<file path="src/rtl/spc_pkg.sv">
`timescale 1ns/1ps
package spc_pkg;

  // Classification of one completed pulse on the command line.
  typedef enum logic [1:0] {
    PC_NONE = 2'd0,
    PC_ZERO = 2'd1,
    PC_ONE  = 2'd2,
    PC_BAD  = 2'd3
  } pulseKind_e;

  // Strobes from the frame control to the datapath.
  typedef struct packed {
    logic shiftEn;  // push bitVal into the address shifter
    logic bitVal;   // decoded value of the current pulse
    logic commit;   // current pulse is the data bit of a full frame
  } ctrlStrobe_t;

endpackage

</file>
<file path="src/rtl/spc_sync.sv">
`timescale 1ns/1ps
module spc_sync #(
  parameter int STAGES = 2
) (
  input  logic clk,
  input  logic rstN,
  input  logic d,
  output logic q
);

  generate
    if (STAGES <= 1) begin : g_single
      logic stage;
      always_ff @(posedge clk or negedge rstN) begin
        if (!rstN) stage <= 1'b0;
        else       stage <= d;
      end
      assign q = stage;
    end else begin : g_chain
      logic [STAGES-1:0] chain;
      always_ff @(posedge clk or negedge rstN) begin
        if (!rstN) chain <= '0;
        else       chain <= {chain[STAGES-2:0], d};
      end
      assign q = chain[STAGES-1];
    end
  endgenerate

endmodule

</file>
<file path="src/rtl/spc_datapath.sv">
`timescale 1ns/1ps
module spc_datapath
  import spc_pkg::*;
#(
  parameter int ADDR_W      = 4,
  parameter int SYNC_STAGES = 2,
  parameter int HI_SAT      = 13,
  parameter int HI_W        = 4,
  parameter int IDLE_CYC    = 51,
  parameter int LO_W        = 6
) (
  input  logic              clk,
  input  logic              rstN,
  input  logic              pulseIn,
  input  logic              ovFlag,
  input  logic [ADDR_W-1:0] localAddr,
  input  ctrlStrobe_t       strb,
  output logic              pulseEnd,
  output logic [HI_W-1:0]   pulseLen,
  output logic              idleHit,
  output logic              shuntOn,
  output logic              ovTripped
);

  localparam logic [HI_W-1:0] HI_TOP   = HI_W'(HI_SAT);
  localparam logic [LO_W-1:0] LO_TOP   = LO_W'(IDLE_CYC);
  localparam logic [LO_W-1:0] LO_FIRE  = LO_W'(IDLE_CYC - 1);

  logic              lineS;
  logic              ovS;
  logic              prevLine;
  logic [HI_W-1:0]   highCnt;
  logic [LO_W-1:0]   lowCnt;
  logic [ADDR_W-1:0] addrShift;
  logic              shuntReg;
  logic              ovLatched;

  spc_sync #(.STAGES(SYNC_STAGES)) i_syncLine (
    .clk (clk),
    .rstN(rstN),
    .d   (pulseIn),
    .q   (lineS)
  );

  spc_sync #(.STAGES(SYNC_STAGES)) i_syncOv (
    .clk (clk),
    .rstN(rstN),
    .d   (ovFlag),
    .q   (ovS)
  );

  // Pulse and gap measurement on the synchronized line.
  always_ff @(posedge clk or negedge rstN) begin
    if (!rstN) begin
      prevLine <= 1'b0;
      highCnt  <= '0;
      lowCnt   <= '0;
    end else begin
      prevLine <= lineS;
      if (lineS) begin
        lowCnt  <= '0;
        if (highCnt != HI_TOP) highCnt <= highCnt + 1'b1;
      end else begin
        highCnt <= '0;
        if (lowCnt != LO_TOP) lowCnt <= lowCnt + 1'b1;
      end
    end
  end

  assign pulseEnd = prevLine & ~lineS;
  assign pulseLen = highCnt;
  assign idleHit  = ~lineS & (lowCnt == LO_FIRE);

  // Address gathering, most significant bit arrives first.
  generate
    if (ADDR_W == 1) begin : g_addr1
      always_ff @(posedge clk or negedge rstN) begin
        if (!rstN)             addrShift <= '0;
        else if (strb.shiftEn) addrShift <= strb.bitVal;
      end
    end else begin : g_addrN
      always_ff @(posedge clk or negedge rstN) begin
        if (!rstN)             addrShift <= '0;
        else if (strb.shiftEn) addrShift <= {addrShift[ADDR_W-2:0], strb.bitVal};
      end
    end
  endgenerate

  // Shunt state and latched over-voltage shutdown.
  always_ff @(posedge clk or negedge rstN) begin
    if (!rstN) begin
      shuntReg  <= 1'b0;
      ovLatched <= 1'b0;
    end else begin
      ovLatched <= ovLatched | ovS;
      if (strb.commit && (addrShift == localAddr)) shuntReg <= strb.bitVal;
    end
  end

  assign shuntOn   = shuntReg | ovLatched;
  assign ovTripped = ovLatched;

endmodule

</file>
<file path="src/rtl/spc_control.sv">
`timescale 1ns/1ps
module spc_control
  import spc_pkg::*;
#(
  parameter int ADDR_W  = 4,
  parameter int HI_W    = 4,
  parameter int MIN_CYC = 2,
  parameter int ONE_CYC = 5,
  parameter int MAX_CYC = 12
) (
  input  logic            clk,
  input  logic            rstN,
  input  logic            pulseEnd,
  input  logic [HI_W-1:0] pulseLen,
  input  logic            idleHit,
  output ctrlStrobe_t     strb
);

  localparam int CNT_W = $clog2(ADDR_W + 1);
  localparam logic [CNT_W-1:0] LAST_POS = CNT_W'(ADDR_W);
  localparam logic [HI_W-1:0]  LEN_MIN  = HI_W'(MIN_CYC);
  localparam logic [HI_W-1:0]  LEN_ONE  = HI_W'(ONE_CYC);
  localparam logic [HI_W-1:0]  LEN_MAX  = HI_W'(MAX_CYC);

  pulseKind_e       kind;
  logic             goodBit;
  logic [CNT_W-1:0] bitPos;

  always_comb begin
    kind = PC_NONE;
    if (pulseEnd) begin
      if (pulseLen < LEN_MIN || pulseLen > LEN_MAX) kind = PC_BAD;
      else if (pulseLen >= LEN_ONE)                 kind = PC_ONE;
      else                                          kind = PC_ZERO;
    end
  end

  assign goodBit = (kind == PC_ZERO) || (kind == PC_ONE);

  always_comb begin
    strb.bitVal  = (kind == PC_ONE);
    strb.shiftEn = goodBit && (bitPos != LAST_POS);
    strb.commit  = goodBit && (bitPos == LAST_POS);
  end

  always_ff @(posedge clk or negedge rstN) begin
    if (!rstN) begin
      bitPos <= '0;
    end else if (kind == PC_BAD || idleHit) begin
      bitPos <= '0;
    end else if (goodBit) begin
      bitPos <= (bitPos == LAST_POS) ? '0 : bitPos + 1'b1;
    end
  end

endmodule

</file>
<file path="src/rtl/pw_shunt_ctrl.sv">
`timescale 1ns/1ps
module pw_shunt_ctrl
  import spc_pkg::*;
#(
  parameter int ADDR_W        = 4,
  parameter int SYNC_STAGES   = 2,
  parameter int CLK_PERIOD_PS = 20000,
  parameter int MIN_PULSE_PS  = 25000,
  parameter int ONE_PULSE_PS  = 100000,
  parameter int MAX_PULSE_PS  = 250000,
  parameter int IDLE_GAP_PS   = 1000000
) (
  input  logic              clk,
  input  logic              porN,
  input  logic              pulseIn,
  input  logic [ADDR_W-1:0] localAddr,
  input  logic              ovFlag,
  output logic              shuntOn,
  output logic              ovTripped
);

  localparam int MIN_CYC  = (MIN_PULSE_PS + CLK_PERIOD_PS - 1) / CLK_PERIOD_PS;
  localparam int ONE_CYC  = (ONE_PULSE_PS + CLK_PERIOD_PS - 1) / CLK_PERIOD_PS;
  localparam int MAX_CYC  = MAX_PULSE_PS / CLK_PERIOD_PS;
  localparam int IDLE_CYC = IDLE_GAP_PS / CLK_PERIOD_PS + 1;
  localparam int HI_SAT   = MAX_CYC + 1;
  localparam int HI_W     = $clog2(HI_SAT + 1);
  localparam int LO_W     = $clog2(IDLE_CYC + 1);

  ctrlStrobe_t     strb;
  logic            pulseEnd;
  logic [HI_W-1:0] pulseLen;
  logic            idleHit;

  spc_datapath #(
    .ADDR_W     (ADDR_W),
    .SYNC_STAGES(SYNC_STAGES),
    .HI_SAT     (HI_SAT),
    .HI_W       (HI_W),
    .IDLE_CYC   (IDLE_CYC),
    .LO_W       (LO_W)
  ) i_dp (
    .clk      (clk),
    .rstN     (porN),
    .pulseIn  (pulseIn),
    .ovFlag   (ovFlag),
    .localAddr(localAddr),
    .strb     (strb),
    .pulseEnd (pulseEnd),
    .pulseLen (pulseLen),
    .idleHit  (idleHit),
    .shuntOn  (shuntOn),
    .ovTripped(ovTripped)
  );

  spc_control #(
    .ADDR_W (ADDR_W),
    .HI_W   (HI_W),
    .MIN_CYC(MIN_CYC),
    .ONE_CYC(ONE_CYC),
    .MAX_CYC(MAX_CYC)
  ) i_ctl (
    .clk     (clk),
    .rstN    (porN),
    .pulseEnd(pulseEnd),
    .pulseLen(pulseLen),
    .idleHit (idleHit),
    .strb    (strb)
  );

endmodule

</file>
<file path="config.mk">
export PLATFORM = sky130hd
export DESIGN_NAME = pw_shunt_ctrl
export DESIGN_NICKNAME = d
export VERILOG_FILES = /design/src/rtl/spc_pkg.sv /design/src/rtl/spc_sync.sv /design/src/rtl/spc_datapath.sv /design/src/rtl/spc_control.sv /design/src/rtl/pw_shunt_ctrl.sv
export SDC_FILE = /design/constraint.sdc
export NUM_CORES = 1
export LEC_CHECK = 0
export BUFFER_PORTS_ARGS = -buffer_cell sky130_fd_sc_hd__buf_2
export CAP_MARGIN = 30
export CORE_MARGIN = 8
export CORE_UTILIZATION = 40
export CTS_CLUSTER_DIAMETER = 80
export DETAILED_ROUTE_END_ITERATION = 16
export GPL_ROUTABILITY_DRIVEN = 0
export GPL_TIMING_DRIVEN = 0
export PLACE_DENSITY = 0.55
export RECOVER_POWER = 25
export SETUP_SLACK_MARGIN = 0.05
export SYNTH_ARGS = -nofsm -noshare
export SYNTH_HDL_FRONTEND = slang
export SYNTH_HIERARCHICAL = 1
export SYNTH_SLANG_ARGS = --single-unit
</file>
<file path="constraint.sdc">
create_clock -name clk -period 1.98 [get_ports clk]
set_input_delay 0.396 -clock clk [delete_from_list [all_inputs] [get_ports clk]]
set_output_delay 0.396 -clock clk [all_outputs]
set_load 0.02 [all_outputs]
</file>
==> results of run 1 <==
==> cell type report <==
cell class	count	area share
Sequential cell	24	0.470
Multi-Input combinational cell	67	0.407
Timing Repair Buffer	9	0.0342
Tap cell	31	0.0303
Clock inverter	1	0.0235
Clock buffer	3	0.0176
Inverter	5	0.0147
Buffer	1	0.00294
==> flip-flops by register name (all words and copies together) (netlist names) <==
| register | count |
|---|---|
| i_dp/i_syncOv/g_chain.chain | 2 |
| i_dp/pulseLen | 4 |
| i_dp/i_syncLine/g_chain.chain | 2 |
| i_ctl/bitPos | 3 |
| i_dp/ovTripped | 1 |
| i_dp/lowCnt | 6 |
| i_dp/prevLine | 1 |
| i_dp/addrShift | 4 |
| i_dp/shuntReg | 1 |
==> metrics by stage <==
step | cell area [um^2] | utilization
global placement | 1220 | 0.447
detailed placement | 1220 | 0.447
global route | 1280 | 0.468
finish | 1280 | 0.468
floorplan | 1140 | -
CTS | 1280 | 0.467
==> metal layers <==
layer / vias up / track usage
met5: - / 0
met4: 0 / 0.0273
met3: 4 / 0.0372
met2: 10 / 0.138
met1: 333 / 0.0925
li1: 360 / -
==> cell families after synthesis <==
group | Yosys count | synth area share
flops | 24 | 0.528
buf+inv | 6 | 0.0198
simple gates | 30 | 0.136
fa+ha+maj | 6 | 0.0660
mux | 6 | 0.0616
xor+xnor | 11 | 0.0847
compound gates | 14 | 0.103
==> cells in the mapped netlist (all sizes together) <==
| library cell | count | area share |
|---|---|---|
| a211oi | 2 | 0.013 |
| nand3b | 1 | 0.0066 |
| or2 | 2 | 0.011 |
| ha | 6 | 0.066 |
| clkbuf | 1 | 0.0033 |
| mux2i | 1 | 0.0088 |
| o311ai | 1 | 0.014 |
| dfrtp | 24 | 0.53 |
| mux2 | 5 | 0.053 |
| nor2 | 9 | 0.030 |
| and3b | 1 | 0.0077 |
| o32ai | 2 | 0.015 |
| o31ai | 2 | 0.018 |
| o211ai | 1 | 0.011 |
| and3 | 1 | 0.0055 |
| a31oi | 1 | 0.0055 |
| o211a | 1 | 0.0088 |
| o21ai | 2 | 0.0088 |
| and4bb | 1 | 0.011 |
| nand2 | 6 | 0.022 |
| xor2 | 6 | 0.046 |
| xnor2 | 5 | 0.039 |
| a21oi | 2 | 0.0088 |
| and2 | 2 | 0.011 |
| nor3 | 1 | 0.0044 |
| inv | 5 | 0.017 |
| nor2b | 1 | 0.0055 |
| nand3 | 5 | 0.022 |
==> worst max-delay path, cell delays in order (launching register included) <==
cell and delay, ns:
dfrtp_1 0.43, nor2b_2 0.26, o311ai_2 0.23, a21oi_2 0.27, mux2_2 0.36
==> where the power goes <==
group | internal, mW | total [mW] | switching, mW
combinational | 0.0431 | 0.0941 | 0.0510
sequential | 0.513 | 0.535 | 0.0226
clock | 0.205 | 0.354 | 0.149
total | 0.761 | 0.984 | 0.223
==> cells in the final DEF (no fill, tap or decap) <==
cell type | synthesis | layout
dfrtp_1 | 24 | 24
nor2_1 | 9 | 9
buf_2 | 0 | 8
ha_1 | 6 | 6
xor2_1 | 6 | 6
inv_1 | 5 | 5
xnor2_1 | 5 | 5
nand2_1 | 5 | 5
nand3_1 | 5 | 5
clkbuf_4 | 0 | 3
mux2_1 | 3 | 3
and2_1 | 2 | 2
o32ai_1 | 2 | 2
or2_1 | 2 | 2
clkbuf_1 | 1 | 2
a211oi_1 | 2 | 2
bufinv_16 | 0 | 1
o21ai_0 | 1 | 1
o211ai_2 | 1 | 1
o311ai_2 | 1 | 1
a21oi_2 | 0 | 1
nand3b_1 | 1 | 1
mux2i_1 | 1 | 1
o31ai_2 | 1 | 1
and4bb_1 | 1 | 1
and3b_1 | 1 | 1
nor2b_2 | 0 | 1
nand2_2 | 1 | 1
mux2_2 | 1 | 1
nor3_1 | 1 | 1
mux2_4 | 1 | 1
o31ai_1 | 1 | 1
a21oi_1 | 2 | 1
and3_1 | 1 | 1
o21ai_1 | 1 | 1
a31oi_1 | 1 | 1
o211a_1 | 1 | 1
==> final timing paths <==
kind	slack [ns]	cells past startpoint	end	start
min in group asynchronous	0.32	1	i_dp/pulseLen[0]	porN
max	0.32	4	i_dp/addrShift[0]	i_dp/i_syncLine/g_chain.chain[1]
min reg2reg	0.36	0	i_dp/i_syncOv/g_chain.chain[1]	i_dp/i_syncOv/g_chain.chain[0]
max in group asynchronous	0.92	1	i_dp/addrShift[1]	porN
max reg2reg	0.32	4	i_dp/addrShift[0]	i_dp/i_syncLine/g_chain.chain[1]
min	0.17	1	i_dp/i_syncOv/g_chain.chain[0]	ovFlag
==> impl_results.md, run 1 <==
- Diode count: 0
- Pre-CTS setup slack: around 0.09 ns
- Post-route DRC: 0
- Die H: between 60 and 70 um
- Run status: complete, no violations
- Pleak: around 0.60 nW
- Initial core utilization: 0.416
- Worst Hold Class: in -> reg
- Hold Slack: ~0.17 ns
- Syn nets: 111
- Clock net sink count: 24
- Clk buf depth: 2
- Top metal layer carrying routed signals: met4
- Die area: 4810 um^2
- Period utilization: 0.837
- Cell variety after synth: 33
- Final WS setup: about 0.32 ns
- Wire length per cell: ~13 um
- WL met3: 82 um
- Root buffer cell: clkbuf_4
- Row count: 19
- Flop and latch count out of synthesis: 24
- Vias in the first global route: 747
- Setup crit start kind: register
- Starting DRT DRC Count: 31
- Hold-fix buffers, CTS: 0
- WS Path Type: reg -> reg
- Met1 WL: 832 um
- CP arrival: 1.88 ns
- Clock transition at path regs: 0.13 ns
- Post-synthesis sequential area ratio: 0.528
- FF/Latch Area: roughly 600 um^2
- Total GRT Usage: 0.0834
- Peak Freq: 603 MHz
- Clk_lat worst skew: between 0.3 and 0.4 ns
- Core area: ~2700 um^2
- Post-placement cell count: 137
- Synthesized area: 1140 um^2
- Filler cells: between 200 and 300
- Worst Setup End Kind: register
- Fin Clk Skew: 0.00316 ns
- Max-cap check violation count: 0
- I/O pins: 10
- Post-Layout Cell Count: 141
- Post-CTS Setup Bufs: 0
- GRT overflow: 0
- Largest net degree at the start of global routing: 25
- DR vias/cell: 5.01
- Multi-input combinational cell area: 520 um^2
- Final Max Tran Viols: 0
- CTS tree: built
- Drt pass-1 iters: 4
- Max Fanout on Critical Path: 5
- Endpoints failing hold: 0
- Post-DRT Antenna Nets: 0
- Final nets: 125
- Cell area power density: 769 nW/um^2
- Post-CTS Resized: 1
- Synthesized area per cell: 11.7 um^2
- YS warnings: 6
- CTS buffer count: 3
- Unrepaired setup endpoints after global routing: false
- VDD IR-drop max: roughly 650 uV
- Detailed Route WL: ~1800 um
- DP Wirelength: between 1000 and 1500 um
- Critical Path RT: 2.20 ns
- Synthesized instance count: 97
- Slew headroom: 0.154
- Worst-Margin Slew: 1.27 ns
- Vias: 707
- Die Span X: 69.3 um
- Initial antenna violation count: 0
- Global-route wire length before repair: 3330 um
- Setup TNS: 0 ns
- Wire length on met2: 850 um
- Share of layout cells above drive strength 1: 0.182
- Htree depth: 1
- Final setup violation count: 0
- Port bufs: 9
- Area grow syn2layout: 12.4%
- Total power: roughly 980 uW
- Final Critical Period: ~1.7 ns
Note: power is estimated with default switching activity, not from simulation.
==> run 2, diff against run 1 <==
Clock period 1.98 ns to 1.6 ns, I/O delays scaled along.
==> impl_results.md, run 2 (synthesis results as in run 1) <==
- Run status: complete, no violations
- Worst Setup End Kind: register
- Wire length per cell: 13.1 um
- I/O pins: 10
- Initial antenna violation count: 0
- Commonest non-fill, non-tap cell in the layout: dfrtp_1
- Clk_lat worst skew: 0.31 ns
- Worst path max stage delay: 0.47 ns
- Worst reg2reg path depth: 5
- Pre-CTS setup slack: -0.211 ns
- Critical Path RT: 1.81 ns
- Clock net sink count: 24
- Peak Freq: 661 MHz
- Post-route DRC: 0
- Die Span X: 69.3 um
- Die area: 4810 um^2
- Max Fanout on Critical Path: 5
- R2r endpoint: i_dp/shuntReg
- WS Path Type: reg -> reg
- Starting DRT DRC Count: 31
- FF/Latch Area: 604 um^2
- Pleak: about 0.6 nW
- Detailed Route WL: 1890 um
- Diode count: 0
- Slew headroom: 0.609
- Row count: 19
- Most frequent cells in the layout: 21 x dfrtp_1, 9 x nor2_1, 8 x buf_2, 6 x ha_1, 6 x xor2_1
- Area grow syn2layout: 17.1%
- Hold Slack: 0.102 ns
- Drt pass-1 iters: 2
- Post-placement cell count: 137
- FF-to-FF Start: i_dp/pulseLen[1]
- Die H: 69.3 um
- Multi-input combinational cell area: 543 um^2
- Max-cap check violation count: 0
- Worst path depth: 5
- Worst-Margin Slew: around 0.59 ns
- CP top delay family: flip-flops
- Post-DRT Antenna Nets: 0
- Reg with most FFs: i_dp/lowCnt
- Share of layout cells above drive strength 1: 0.230
- Final Max Tran Viols: 0
- Filler cells: 259
- Vias in the first global route: 782
- WHS Endpoint: i_dp/i_syncOv/g_chain.chain[0]
- Fin Clk Skew: 0.000793 ns
- Post-Layout Cell Count: 144
- Root buffer cell: clkbuf_4
- GRT overflow: 0
- Total GRT Usage: 0.0780
- Final nets: roughly 130
- Port bufs: 9
- Clock transition at path regs: approximately 0.13 ns
- CTS tree: built
- Core area: 2730 um^2
- Max FFs per register: 6
- Period utilization: 0.946
- Final Critical Period: 1.51 ns
- Cell area power density: 929 nW/um^2
- Worst hold start: ovFlag
- CTS buffer count: 3
- Placed Area: 1220 um^2
- Worst path slowest cell: dfrtp_2
- Final WS setup: 0.0870 ns
- Largest net degree at the start of global routing: 25
- DP Wirelength: 1320 um
- Htree depth: 1
- Setup TNS: 0 ns
- Final Cell Area: 1330 um^2
- Cells traversed along the worst timing path: o211ai_2 > o311ai_4 > nor2_1 > nand3_1 > mux2_4
- Setup crit start kind: register
- VDD IR-drop max: 578 uV
- Worst Hold Class: in -> reg
- Setup slack, reg-to-reg: 0.09 ns
- Final setup violation count: 0
- Initial core utilization: 0.416
- Endpoints failing hold: 0
- DR vias/cell: 5.04
- Unrepaired setup endpoints after global routing: false
- Hold Path Depth: 1
- Clk buf depth: 2
- Buffers plus inverters on the worst setup path: 0
- Vias: 726
- CP arrival: 1.73 ns
- Global-route wire length before repair: 3190 um
## run 2: final cells by class
| type | instances | share of cell area |
|---|---|---|
| Buffer | 1 | 0.00282 |
| Clock buffer | 3 | 0.0169 |
| Clock inverter | 1 | 0.0226 |
| Inverter | 5 | 0.0141 |
| Multi-Input combinational cell | 67 | 0.408 |
| Sequential cell | 24 | 0.454 |
| Tap cell | 31 | 0.0291 |
| Timing Repair Buffer | 12 | 0.0526 |
## run 2: worst max-delay path by stage
stage | slack, ns | start | to
after CTS | 0.05 | i_dp/pulseLen[3] | i_dp/shuntReg
after global placement | -0.17 | i_dp/i_syncLine/g_chain.chain[1] | i_dp/addrShift[0]
final | 0.09 | i_dp/pulseLen[1] | i_dp/shuntReg
after global routing | 0.05 | i_dp/pulseLen[0] | i_dp/shuntReg
after floorplan | 0.07 | i_dp/i_syncLine/g_chain.chain[1] | i_dp/addrShift[0]
after detailed placement | -0.21 | i_dp/i_syncLine/g_chain.chain[1] | i_dp/addrShift[0]
## run 2: worst register-to-register path, stage by stage (launching register included)
cell and delay [ns]:
dfrtp_2 0.47, o211ai_2 0.22, o311ai_4 0.17, nor2_1 0.14, nand3_1 0.11, mux2_4 0.31
## run 2: per-layer routing
layer,up-vias,global-route usage,share of wire
met2,5,0.131,0.48
met5,-,0,0
met3,2,0.0215,0.035
met4,0,0.0501,0.0085
met1,348,0.0838,0.48
li1,371,-,-
## run 2: timing repair
action	CTS	global route
cloned	0	0
endpoints found under the hold margin	24	0
hold buffers	1	0
setup endpoints to repair	5	5
pin swaps	1	1
buffers inserted	1	1
resized for setup	6	1
## run 2: power breakdown
group	internal [mW]	total (mW)	switching, mW
Sequential	0.635	0.665	0.0291
Clock	0.253	0.438	0.184
Combinational	0.0640	0.135	0.0707
Total	0.953	1.24	0.284
## run 2: through the flow
step / power [mW] / util
after CTS: 1.26 / 0.484
final: 1.24 / 0.487
after floorplan: 0.751 / -
after detailed placement: 0.795 / 0.448
after global placement: 0.788 / 0.448
after global routing: 1.30 / 0.487
==> run 3, diff against run 2 <==
Settings changed: CORE_UTILIZATION 40 to 30, GPL_TIMING_DRIVEN 0 to default, PLACE_DENSITY 0.55 to 0.44.
==> impl_results.md, run 3 (synthesis results as in run 1) <==
- Run status: complete, no violations
- Core area: 3660 um^2
- Endpoints failing hold: 0
- Setup crit start kind: register
- Share of layout cells above drive strength 1: 0.228
- Clock transition at path regs: around 0.08 ns
- Worst-Margin Slew: between 1 and 1.5 ns
- Period utilization: 0.909
- Switching share of total power: 0.217
- Reg with most FFs: i_dp/lowCnt
- Most frequent cells in the layout: 24 x dfrtp_1, 9 x nor2_1, 8 x buf_2, 6 x xor2_1
- DP Wirelength: 1380 um
- Post-CTS Setup Bufs: 0
- Diode count: 0
- Cell Int Power: about 1.0 mW
- Net Switching: 287 uW
- Pleak: roughly 0.63 nW
- Post-DRT Antenna Nets: 0
- Critical Path RT: 1.75 ns
- I/O pins: 10
- Final Critical Period: 1.46 ns
- Pre-CTS setup slack: 0.127 ns
- Initial antenna violation count: 0
- Htree depth: 1
- Area grow syn2layout: 20.7%
- Final Max Tran Viols: 0
- Hold-fix buffers, CTS: 0
- Starting DRT DRC Count: 21
- Detailed Route WL: 1900 um
- Clock net sink count: 24
- Post-CTS Resized: 0
- Root buffer cell: clkbuf_8
- Largest net degree at the start of global routing: 25
- Die area: between 6000 and 7000 um^2
- GRT overflow: 0
- Die Span X: 77.6 um
- Initial core utilization: 0.311
- VDD IR-drop max: 609 uV
- Post-route DRC: 0
- DR vias/cell: 4.49
- Clock share of power: 0.394
- CP arrival: 1.61 ns
- Final nets: 129
- Commonest non-fill, non-tap cell in the layout: dfrtp_1
- Peak Freq: 687 MHz
- Cell area power density: 963 nW/um^2
- Worst Hold Class: in -> reg
- Vias: between 700 and 800
- Wire length per cell: 11.7 um
- Slew headroom: 0.139
- Total GRT Usage: 0.0670
- Final setup violation count: 0
- Vias in the first global route: 732
- Max-cap check violation count: 0
- Unrepaired setup endpoints after global routing: false
- Global-route wire length before repair: 3280 um
- Worst reg2reg path depth: 4
- Worst Setup End Kind: register
- CTS buffer count: 3
- Row count: 22
- Fin Clk Skew: 0.00369 ns
- Final WS setup: 0.145 ns
- Max Fanout on Critical Path: 7
- Drt pass-1 iters: 2
- Max FFs per register: 6
- Logic pwr share: 0.107
- Port bufs: 9
- Setup TNS: 0 ns
- Part of the power in registers: 0.499
- CTS tree: built
- WS Path Type: reg -> reg
- Clk buf depth: 2
- Die H: 77.6 um
- Hold Path Depth: 1
- Clk_lat worst skew: 0.26 ns
[run 3: worst max-delay path, stage by stage, from the launching register on]
cell,delay [ns]
dfrtp_1,0.48
o311ai_4,0.39
nor2_1,0.10
nand3_1,0.09
mux2_4,0.29
[run 3: power by group through the flow]
stage | clock network [mW] | logic, mW | registers (mW)
finish | 0.521 | 0.141 | 0.660
floorplan | 0 | 0.0823 | 0.669
CTS | 0.542 | 0.136 | 0.658
global route | 0.557 | 0.160 | 0.665
detailed placement | 0 | 0.135 | 0.670
global placement | 0 | 0.134 | 0.670
[run 3: worst paths after layout]
| check | slack, ns | to | from |
|---|---|---|---|
| hold reg to reg | 0.35 | i_dp/i_syncLine/g_chain.chain[1] | i_dp/i_syncLine/g_chain.chain[0] |
| min in group asynchronous | 0.31 | i_dp/i_syncOv/g_chain.chain[0] | porN |
| hold / removal | 0.16 | i_dp/i_syncOv/g_chain.chain[0] | ovFlag |
| max in group asynchronous | 0.52 | i_dp/pulseLen[2] | porN |
| setup / recovery | 0.14 | i_dp/shuntReg | i_dp/pulseLen[2] |
| setup reg to reg | 0.14 | i_dp/shuntReg | i_dp/pulseLen[2] |
[run 3: cell type report]
class	count	area, um^2
Tap cell	48	60.1
Inverter	5	18.8
Sequential cell	24	601
Clock buffer	3	41.3
Timing Repair Buffer	14	81.3
Multi-Input combinational cell	67	541
Clock inverter	1	30.0
Fill cell	373	2290
[run 3: metal layers]
layer / track usage / part of all wire / vias up / wire [um]
met2: 0.104 / 0.45 / 11 / 846
met4: 0.0226 / 0.013 / 0 / 24
li1: - / - / 371 / -
met5: 0 / 0 / - / 0
met1: 0.0774 / 0.48 / 344 / 919
met3: 0.0346 / 0.057 / 2 / 109
[run 3: per-stage QoR]
stage	power, mW	cells	instance area (um^2)	hold slack [ns]	util
floorplan	0.751	97	1140	0.0244	-
global placement	0.804	158	1280	0.337	0.350
detailed placement	0.805	158	1280	0.338	0.350
CTS	1.34	162	1350	0.0494	0.369
global route	1.38	162	1370	0.149	0.375
finish	1.32	162	1370	0.157	0.375
